**src/rtl/gerr_pkg.sv**
```systemverilog
package gerr_pkg;

  localparam int NUM_CAUSE = 5;
  localparam int GERR_BIT  = 3;

  typedef enum logic [2:0] {
    CZ_NONE   = 3'd0,
    CZ_DUNDER = 3'd1,
    CZ_DOVER  = 3'd2,
    CZ_OUNDER = 3'd3,
    CZ_OOVER  = 3'd4,
    CZ_PHASE  = 3'd5
  } cause_e;

  // bit i of ev maps to code i+1; the lowest set bit wins
  function automatic cause_e pick_cause(input logic [NUM_CAUSE-1:0] ev);
    cause_e c;
    c = CZ_NONE;
    for (int i = NUM_CAUSE - 1; i >= 0; i--) begin
      if (ev[i]) c = cause_e'(3'(i + 1));
    end
    return c;
  endfunction

endpackage

```
**src/rtl/phase_watch.sv**
```systemverilog
module phase_watch #(
  parameter int PH_W = 3
) (
  input  logic            clk,
  input  logic            rst_n,
  input  logic [PH_W-1:0] bus_phase,
  output logic            phase_chg
);
  logic [PH_W-1:0] phase_q;

  always_ff @(posedge clk) begin
    if (!rst_n) phase_q <= '0;
    else        phase_q <= bus_phase;
  end

  assign phase_chg = (bus_phase != phase_q);

endmodule

```
**src/rtl/fifo_guard.sv**
```systemverilog
module fifo_guard (
  input  logic fifo_push,
  input  logic fifo_pop,
  input  logic fifo_full,
  input  logic fifo_empty,
  output logic dunder_ev,
  output logic dover_ev
);
  assign dunder_ev = fifo_pop  & fifo_empty;
  assign dover_ev  = fifo_push & fifo_full;
endmodule

```
**src/rtl/off_tracker.sv**
```systemverilog
module off_tracker #(
  parameter int OFF_W = 5
) (
  input  logic             clk,
  input  logic             rst_n,
  input  logic             bus_rst,
  input  logic             phase_start,
  input  logic             tgt_mode,
  input  logic             req_p,
  input  logic             ack_p,
  input  logic [OFF_W-1:0] max_off,
  input  logic             phase_chg,
  output logic [OFF_W-1:0] cnt,
  output logic             oover_ev,
  output logic             ounder_ev,
  output logic             phase_ev
);
  logic sync_mode, up_only, dn_only, cnt_zero, at_limit, restart;

  function automatic logic [OFF_W-1:0] next_off(
    input logic [OFF_W-1:0] cur,
    input logic             up,
    input logic             dn,
    input logic [OFF_W-1:0] lim
  );
    if (up && cur < lim)       return cur + OFF_W'(1);
    else if (dn && cur != '0)  return cur - OFF_W'(1);
    else                       return cur;
  endfunction

  assign sync_mode = |max_off;
  assign up_only   = req_p & ~ack_p;
  assign dn_only   = ack_p & ~req_p;
  assign cnt_zero  = (cnt == '0);
  assign at_limit  = (cnt >= max_off);
  assign restart   = bus_rst | ~sync_mode | (phase_start & cnt_zero);

  assign oover_ev  = sync_mode & up_only & at_limit;
  assign ounder_ev = sync_mode & tgt_mode & dn_only & cnt_zero;
  assign phase_ev  = sync_mode & ~tgt_mode & phase_chg & ~cnt_zero;

  always_ff @(posedge clk) begin
    if (!rst_n)       cnt <= '0;
    else if (restart) cnt <= '0;
    else              cnt <= next_off(cnt, up_only, dn_only, max_off);
  end


  inc_step_chk: assert property (@(posedge clk) disable iff (!rst_n)
    (sync_mode && up_only && cnt < max_off && !bus_rst && !phase_start)
      |=> (cnt == OFF_W'($past(cnt) + OFF_W'(1))));


  ovf_hold_chk: assert property (@(posedge clk) disable iff (!rst_n)
    (oover_ev && !bus_rst) |=> (cnt == $past(cnt)));


  async_zero_chk: assert property (@(posedge clk) disable iff (!rst_n)
    !sync_mode |=> (cnt == '0));


  brst_clear_chk: assert property (@(posedge clk) disable iff (!rst_n)
    bus_rst |=> (cnt == '0));

endmodule

```
**src/rtl/gerr_status.sv**
```systemverilog
module gerr_status
  import gerr_pkg::*;
(
  input  logic                 clk,
  input  logic                 rst_n,
  input  logic [NUM_CAUSE-1:0] ev,
  input  logic                 clr_rd,
  input  logic                 irq_en,
  output logic                 gerr,
  output logic [2:0]           cause,
  output logic                 irq
);
  cause_e cause_q;
  logic   any_ev, take;

  assign any_ev = |ev;
  assign take   = any_ev & (~gerr | clr_rd);

  always_ff @(posedge clk) begin
    if (!rst_n) begin
      gerr    <= 1'b0;
      cause_q <= CZ_NONE;
    end else if (take) begin
      gerr    <= 1'b1;
      cause_q <= pick_cause(ev);
    end else if (clr_rd) begin
      gerr    <= 1'b0;
      cause_q <= CZ_NONE;
    end
  end

  assign cause = cause_q;
  assign irq   = gerr & irq_en;


  sticky_hold_chk: assert property (@(posedge clk) disable iff (!rst_n)
    (gerr && !clr_rd) |=> (gerr && $stable(cause_q)));


  clear_chk: assert property (@(posedge clk) disable iff (!rst_n)
    (clr_rd && !any_ev) |=> (!gerr && cause_q == CZ_NONE));


  irq_mask_chk: assert property (@(posedge clk) disable iff (!rst_n)
    !irq_en |-> !irq);


  none_when_clear_chk: assert property (@(posedge clk) disable iff (!rst_n)
    !gerr |-> (cause_q == CZ_NONE));

endmodule

```
**src/rtl/gerr_det.sv**
```systemverilog
module gerr_det
  import gerr_pkg::*;
#(
  parameter int OFF_W = 5,
  parameter int PH_W  = 3
) (
  input  logic             clk,
  input  logic             rst_n,
  input  logic             bus_rst,
  input  logic             tgt_mode,
  input  logic             req_p,
  input  logic             ack_p,
  input  logic [OFF_W-1:0] max_off,
  input  logic             phase_start,
  input  logic [PH_W-1:0]  bus_phase,
  input  logic             fifo_push,
  input  logic             fifo_pop,
  input  logic             fifo_full,
  input  logic             fifo_empty,
  input  logic             clr_rd,
  input  logic             irq_en,
  output logic             gerr,
  output logic [2:0]       cause,
  output logic             irq,
  output logic [7:0]       int_stat,
  output logic [OFF_W-1:0] off_cnt
);
  logic phase_chg, dunder_ev, dover_ev, oover_ev, ounder_ev, phase_ev;
  logic [NUM_CAUSE-1:0] ev_vec;

  phase_watch #(.PH_W(PH_W)) u_phase (
    .clk(clk), .rst_n(rst_n), .bus_phase(bus_phase), .phase_chg(phase_chg)
  );

  fifo_guard u_fifo (
    .fifo_push(fifo_push), .fifo_pop(fifo_pop),
    .fifo_full(fifo_full), .fifo_empty(fifo_empty),
    .dunder_ev(dunder_ev), .dover_ev(dover_ev)
  );

  off_tracker #(.OFF_W(OFF_W)) u_off (
    .clk(clk), .rst_n(rst_n), .bus_rst(bus_rst), .phase_start(phase_start),
    .tgt_mode(tgt_mode), .req_p(req_p), .ack_p(ack_p), .max_off(max_off),
    .phase_chg(phase_chg), .cnt(off_cnt), .oover_ev(oover_ev),
    .ounder_ev(ounder_ev), .phase_ev(phase_ev)
  );

  // order sets priority: bit 0 is code 1
  assign ev_vec = {phase_ev, oover_ev, ounder_ev, dover_ev, dunder_ev};

  gerr_status u_stat (
    .clk(clk), .rst_n(rst_n), .ev(ev_vec), .clr_rd(clr_rd), .irq_en(irq_en),
    .gerr(gerr), .cause(cause), .irq(irq)
  );

  always_comb begin
    int_stat           = '0;
    int_stat[GERR_BIT] = gerr;
  end


  dunder_first_chk: assert property (@(posedge clk) disable iff (!rst_n)
    (dunder_ev && !gerr) |=> (gerr && cause == 3'd1));


  ev_sets_chk: assert property (@(posedge clk) disable iff (!rst_n)
    (|ev_vec) |=> gerr);


  init_no_under_chk: assert property (@(posedge clk) disable iff (!rst_n)
    !tgt_mode |-> !ounder_ev);


  tgt_no_phase_chk: assert property (@(posedge clk) disable iff (!rst_n)
    tgt_mode |-> !phase_ev);

endmodule

```
**config.mk**
```make
export PLATFORM = sky130hd
export DESIGN_NAME = gerr_det
export DESIGN_NICKNAME = d
export VERILOG_FILES = /design/src/rtl/gerr_pkg.sv /design/src/rtl/phase_watch.sv /design/src/rtl/fifo_guard.sv /design/src/rtl/off_tracker.sv /design/src/rtl/gerr_status.sv /design/src/rtl/gerr_det.sv
export SDC_FILE = /design/constraint.sdc
export NUM_CORES = 1
export LEC_CHECK = 0
export BUFFER_PORTS_ARGS = -buffer_cell sky130_fd_sc_hd__buf_2
export CORE_ASPECT_RATIO = 1.1
export CORE_MARGIN = 2
export CORE_UTILIZATION = 50
export CTS_CLUSTER_DIAMETER = 150
export DETAILED_ROUTE_END_ITERATION = 7
export MAX_ROUTING_LAYER = met4
export PLACE_DENSITY = 0.83
export SLEW_MARGIN = 0
export SYNTH_ARGS = -nofsm -noshare
export SYNTH_HDL_FRONTEND = slang
export SYNTH_SLANG_ARGS = --single-unit
```
**constraint.sdc**
```tcl
create_clock -name clk -period 4 [get_ports clk]
set_input_delay 0.4 -clock clk [delete_from_list [all_inputs] [get_ports clk]]
set_output_delay 0.4 -clock clk [all_outputs]
set_load 0.02 [all_outputs]
```
After elaboration in Yosys (flattened, before gate mapping)
Index checks and enable logic that the tools add are counted.
- register bits after elaboration: 12
- input bits: 21
- output and inout bits: 18
- logic and storage cells: 54
- $add $sub $neg: 2
- order comparisons: 2
- equality and inequality tests: 1
- multiplexer cells: 11
- bitwise gates (word level): 25
- reductions and logical operators: 9
- operators with widths (operator ; number):
    3-bit two-way mux ; 7
    1-bit bitwise AND ; 15
    5-bit two-way mux ; 2
    5-bit OR reduction ; 2
    1-bit inverter ; 7
    5-bit by 1-bit adder with 5-bit output, second input constant ; 1
    5-bit greater-or-equal comparator ; 1
    5-bit zero test ; 1
    5-bit < comparator ; 1
    5-bit nonzero test ; 1
    5-bit by 1-bit subtractor with 5-bit output, second input constant ; 1
    2-bit nonzero test ; 2
    3-bit != test ; 1
    1-bit OR ; 3
    1-bit logical AND ; 2
    1-bit two-way mux ; 2
    2-bit OR reduction ; 1

Logic depth before layout (Yosys ltp)
- depth after elaboration: 10
- mapped depth: 13
- gate-level depth less buffers: 13

Cells and area by module
Synthesis repeated with hierarchy kept, for this count alone.
- cells, all modules: 107
- area total of the unflattened synthesis: 934.6 µm²
- by module, submodules not included (module ; instances ; cells an instance ; area an instance (µm²) ; sequential area each (µm²)):
    off_tracker ; 1 ; 62 ; 519.2 ; 100.1
    gerr_status ; 1 ; 24 ; 227.7 ; 80.1
    phase_watch ; 1 ; 10 ; 111.4 ; 60.1
    gerr_det ; 1 ; 9 ; 63.8 ; 0.0
    fifo_guard ; 1 ; 2 ; 12.5 ; 0.0

Worst setup path after synthesis
Ideal clock, no wire load.
- kind: reg-to-reg
- from: register u_off.cnt[1]
- to: register u_off.cnt[4]
- setup time: 0.120 ns
- arrival time: 2.577 ns
- required time: 3.880 ns
- slack: 1.303 ns
- stages on the path, launching flop included: 13
- buffers on the path: 0
- period minus slack after synthesis: 2.697 ns
- cell sequence: dfxtp_1 > ha_1 > nor2b_1 > o21ai_0 > a21oi_1 > or2_2 > fa_1 > a21o_1 > a21oi_1 > nand3_1 > o31ai_1 > xnor2_1 > nor2_1
- longest elaborated chain between the ends: 4
- elaborated cells between the ends (all ways): 13
- those cells by class: add/sub (2); order compare (1); mux (2); bitwise (2); reduce/logical (6)
- ends and longest elaborated chain (item ; RTL line ; RTL):
    start: declaration ; off_tracker.sv:13 ; output logic [OFF_W-1:0] cnt,
    start signal: assignment ; off_tracker.sv:45 ; else cnt <= next_off(cnt, up_only, dn_only, max_off);
    parallel branches: the longest is 4 deep, another holds 5-bit by 1-bit subtractor with 5-bit output ; -- ;
Parallel ways; which one is timed is not known. The select of a mux whose other input is x is not followed.
A chain may end at the register's enable or synchronous reset.

Final worst setup path
Same ends and word-level chain as after synthesis.

==> run metrics <==
status complete, no violations; CP startpoint kind register; Rows 16; gr usage total 20.4%; first-pass GRT wire length roughly 3300 um; Iteration-0 DRC Markers 9; clk buf depth 2; crit share post-route approximately 69%; layout cell share with drive strength beyond 1 between 20% and 30%; PD cells roughly 290 nW/um^2; setup TNS 0 ns; Slew Viols, Final 0; Via density 5.26; initial core utilization 52.7%; combinational power share between 20 and 30%; num ports 39; WL/cell 12.0 um; post-synthesis cell type count 38; VDD IR-drop max between 150 and 200 uV; Post-Syn Area 938 um^2; setup violators final 0; Worst EP required around 4.2 ns; leakage about 0.55 nW; multiplexer area fraction after synthesis ~2.1%; Antenna diodes 0; Tot Pwr about 320 uW; switch share a little under a third; # port buffers 31; Post-synth ARST share 0%; die height roughly 49 um; area grow syn2layout 18.4%; initial antenna violation count 0; Die W approximately 45 um; drt total wl between 1500 and 2000 um; Seq pwr share between 40% and 50%; number of sinks on the clock net 12; Post-CTS Resized 0; Setup CP Type reg2reg; xor-xnor portion of the synthesized cell area roughly 6.5%; number of buffers created by CTS 3; Hold WC Path Type in2reg; main combinational cell family by area after synthesis simple AND/OR/NAND/NOR gates; vias in the first global route 819; reg2reg setup slack approximately 1.2 ns; Root Driver clkbuf_4; switching pwr just under 100 uW; Clk Latency, worst-skew pair between 0.2 and 0.3 ns; CTS H-tree lvls 1; drt first pass iters 4; Fmax ~0.36 GHz; RSZ-0062 raised after global routing no; HPWL Detailed around 1600 um; CTS clock-pin slew for the worst setup and hold paths 0.08 ns; fillers around 170; internal power approximately 220 uW; Post-Synth Adder-Cell Area roughly 13%; DRT met1 WL 854 um; Setup Skew approximately 0.0053 ns; cts-stage hold buffer count 0; die area 2240 um^2; Max FO, Critical Path 6; Synth Instances ~110; Most used DFF post-synth dfxtp_1; final hold vios 0; worst path arrival time slightly below 3 ns; max-cap violations 0; Yosys reg bits 12; routability cong. a little over 0.8; core footprint between 1500 and 2000 um^2; post-synthesis sequential area ratio between 20 and 30%; Synth warnings 0; met3 WL 84 um; Vias about 860; number of synthesized flops with an enable pin 0; Final nets between 150 and 200; ANT nets after route 0; TritonCTS clock tree yes; largest net degree at the start of global routing 11; GR Overflow Total 0; Top Layer Used met4; simple-gate area share of the yosys netlist about a quarter; CP Capture Type register; routed wire length on met2 about 1000 um; number of setup buffers added after CTS 0; Final Critical Period 2.77 ns; DRC 0; Compound-Gate Fraction of Synth Area 16.9%; clock power share 30.5%; Synth Area per Inst 8.30 um^2
-- flip-flops by register name (all words and copies together) (netlist names) --
register	cells
u_off.cnt	5
u_stat.cause	3
u_stat.gerr	1
u_phase.phase_q	3
-- worst max-delay path: stages (launching register included) --
cell	delay, ns
dfxtp_1	0.46
ha_1	0.29
nor2b_1	0.13
o21ai_0	0.14
a21oi_1	0.12
or2_2	0.36
fa_1	0.42
a21o_1	0.17
a21oi_1	0.18
nand3_1	0.10
o31ai_1	0.10
xnor2_1	0.16
nor2_1	0.05
-- layer usage --
metal  up-vias  global-route usage, %
li1        445                      -
met2        23                   34.8
met5         -                      -
met4         0                   8.33
met3         2                   3.33
met1       387                   22.7
-- worst paths after layout --
kind                                start                             to  cells past startpoint
min                          bus_phase[0]  u_phase.phase_q[0]$_SDFF_PN0_                      2
max reg2reg     u_off.cnt[1]$_SDFFE_PP0P_      u_off.cnt[4]$_SDFFE_PP0P_                     12
min reg2reg  u_stat.cause[1]$_SDFFE_PN0P_   u_stat.cause[1]$_SDFFE_PN0P_                      2
max             u_off.cnt[1]$_SDFFE_PP0P_      u_off.cnt[4]$_SDFFE_PP0P_                     12
-- cell type report --
class                      count  area, um^2  share of cell area, %
multi-input combinational     91         631                   56.8
sequential                    12         240                   21.6
timing repair buffer          31         155                   14.0
clock buffer                   4        36.3                   3.27
inverter                       7        26.3                   2.36
tap                           18        22.5                   2.03
-- power groups by stage --
stage / combinational [mW] / sequential (mW) / clock, mW
3_5_place_dp: 0.0888 / 0.135 / 0
3_3_place_gp: 0.0864 / 0.134 / 0
4_1_cts: 0.0895 / 0.132 / 0.0997
6_report: 0.0890 / 0.132 / 0.0968
2_1_floorplan: 0.0646 / 0.139 / 0
5_1_grt: 0.100 / 0.133 / 0.109
-- cell families after synthesis --
kind of cell | after synthesis
simple gates | 44
compound gates | 22
buf+inv | 16
flops | 12
fa+ha+maj | 9
xor+xnor | 7
mux | 2
other cells | 1
-- per-stage QoR --
stage               cell area (um^2)  instances  worst slack (ns)  util, %  hold WS, ns
detailed placement              1070        159              1.17     60.3        0.460
global route                    1110        163              1.06     62.4        0.332
global placement                1070        159              1.23     60.3        0.454
floorplan                        961        119              1.30        -        0.522
finish                          1110        163              1.23     62.4        0.354
CTS                             1110        163              1.22     62.4        0.344
-- cells in the final DEF (no fill, tap or decap), types with 3 or more instances in the layout --
cell and n:
a21oi_1 5, and2_1 4, buf_2 31, clkbuf_4 3, conb_1 7, dfxtp_1 12
ha_1 8, inv_1 7, nand2_1 12, nand3_1 5, nor2_1 6, nor2b_1 4
xnor2_1 7
-- cell usage after synthesis, types with 4 or more instances --
library cell,instances,area (um^2)
dfxtp_1,12,240
a21oi_1,5,25.0
xnor2_1,7,61.3
nor2_1,6,22.5
ha_1,8,100
buf_4,8,60.1
inv_1,7,26.3
nand3_1,5,25.0
nand2_1,12,45.0
and2_1,4,25.0
nor2b_1,4,25.0
Note: power is estimated with default switching activity, not from simulation.
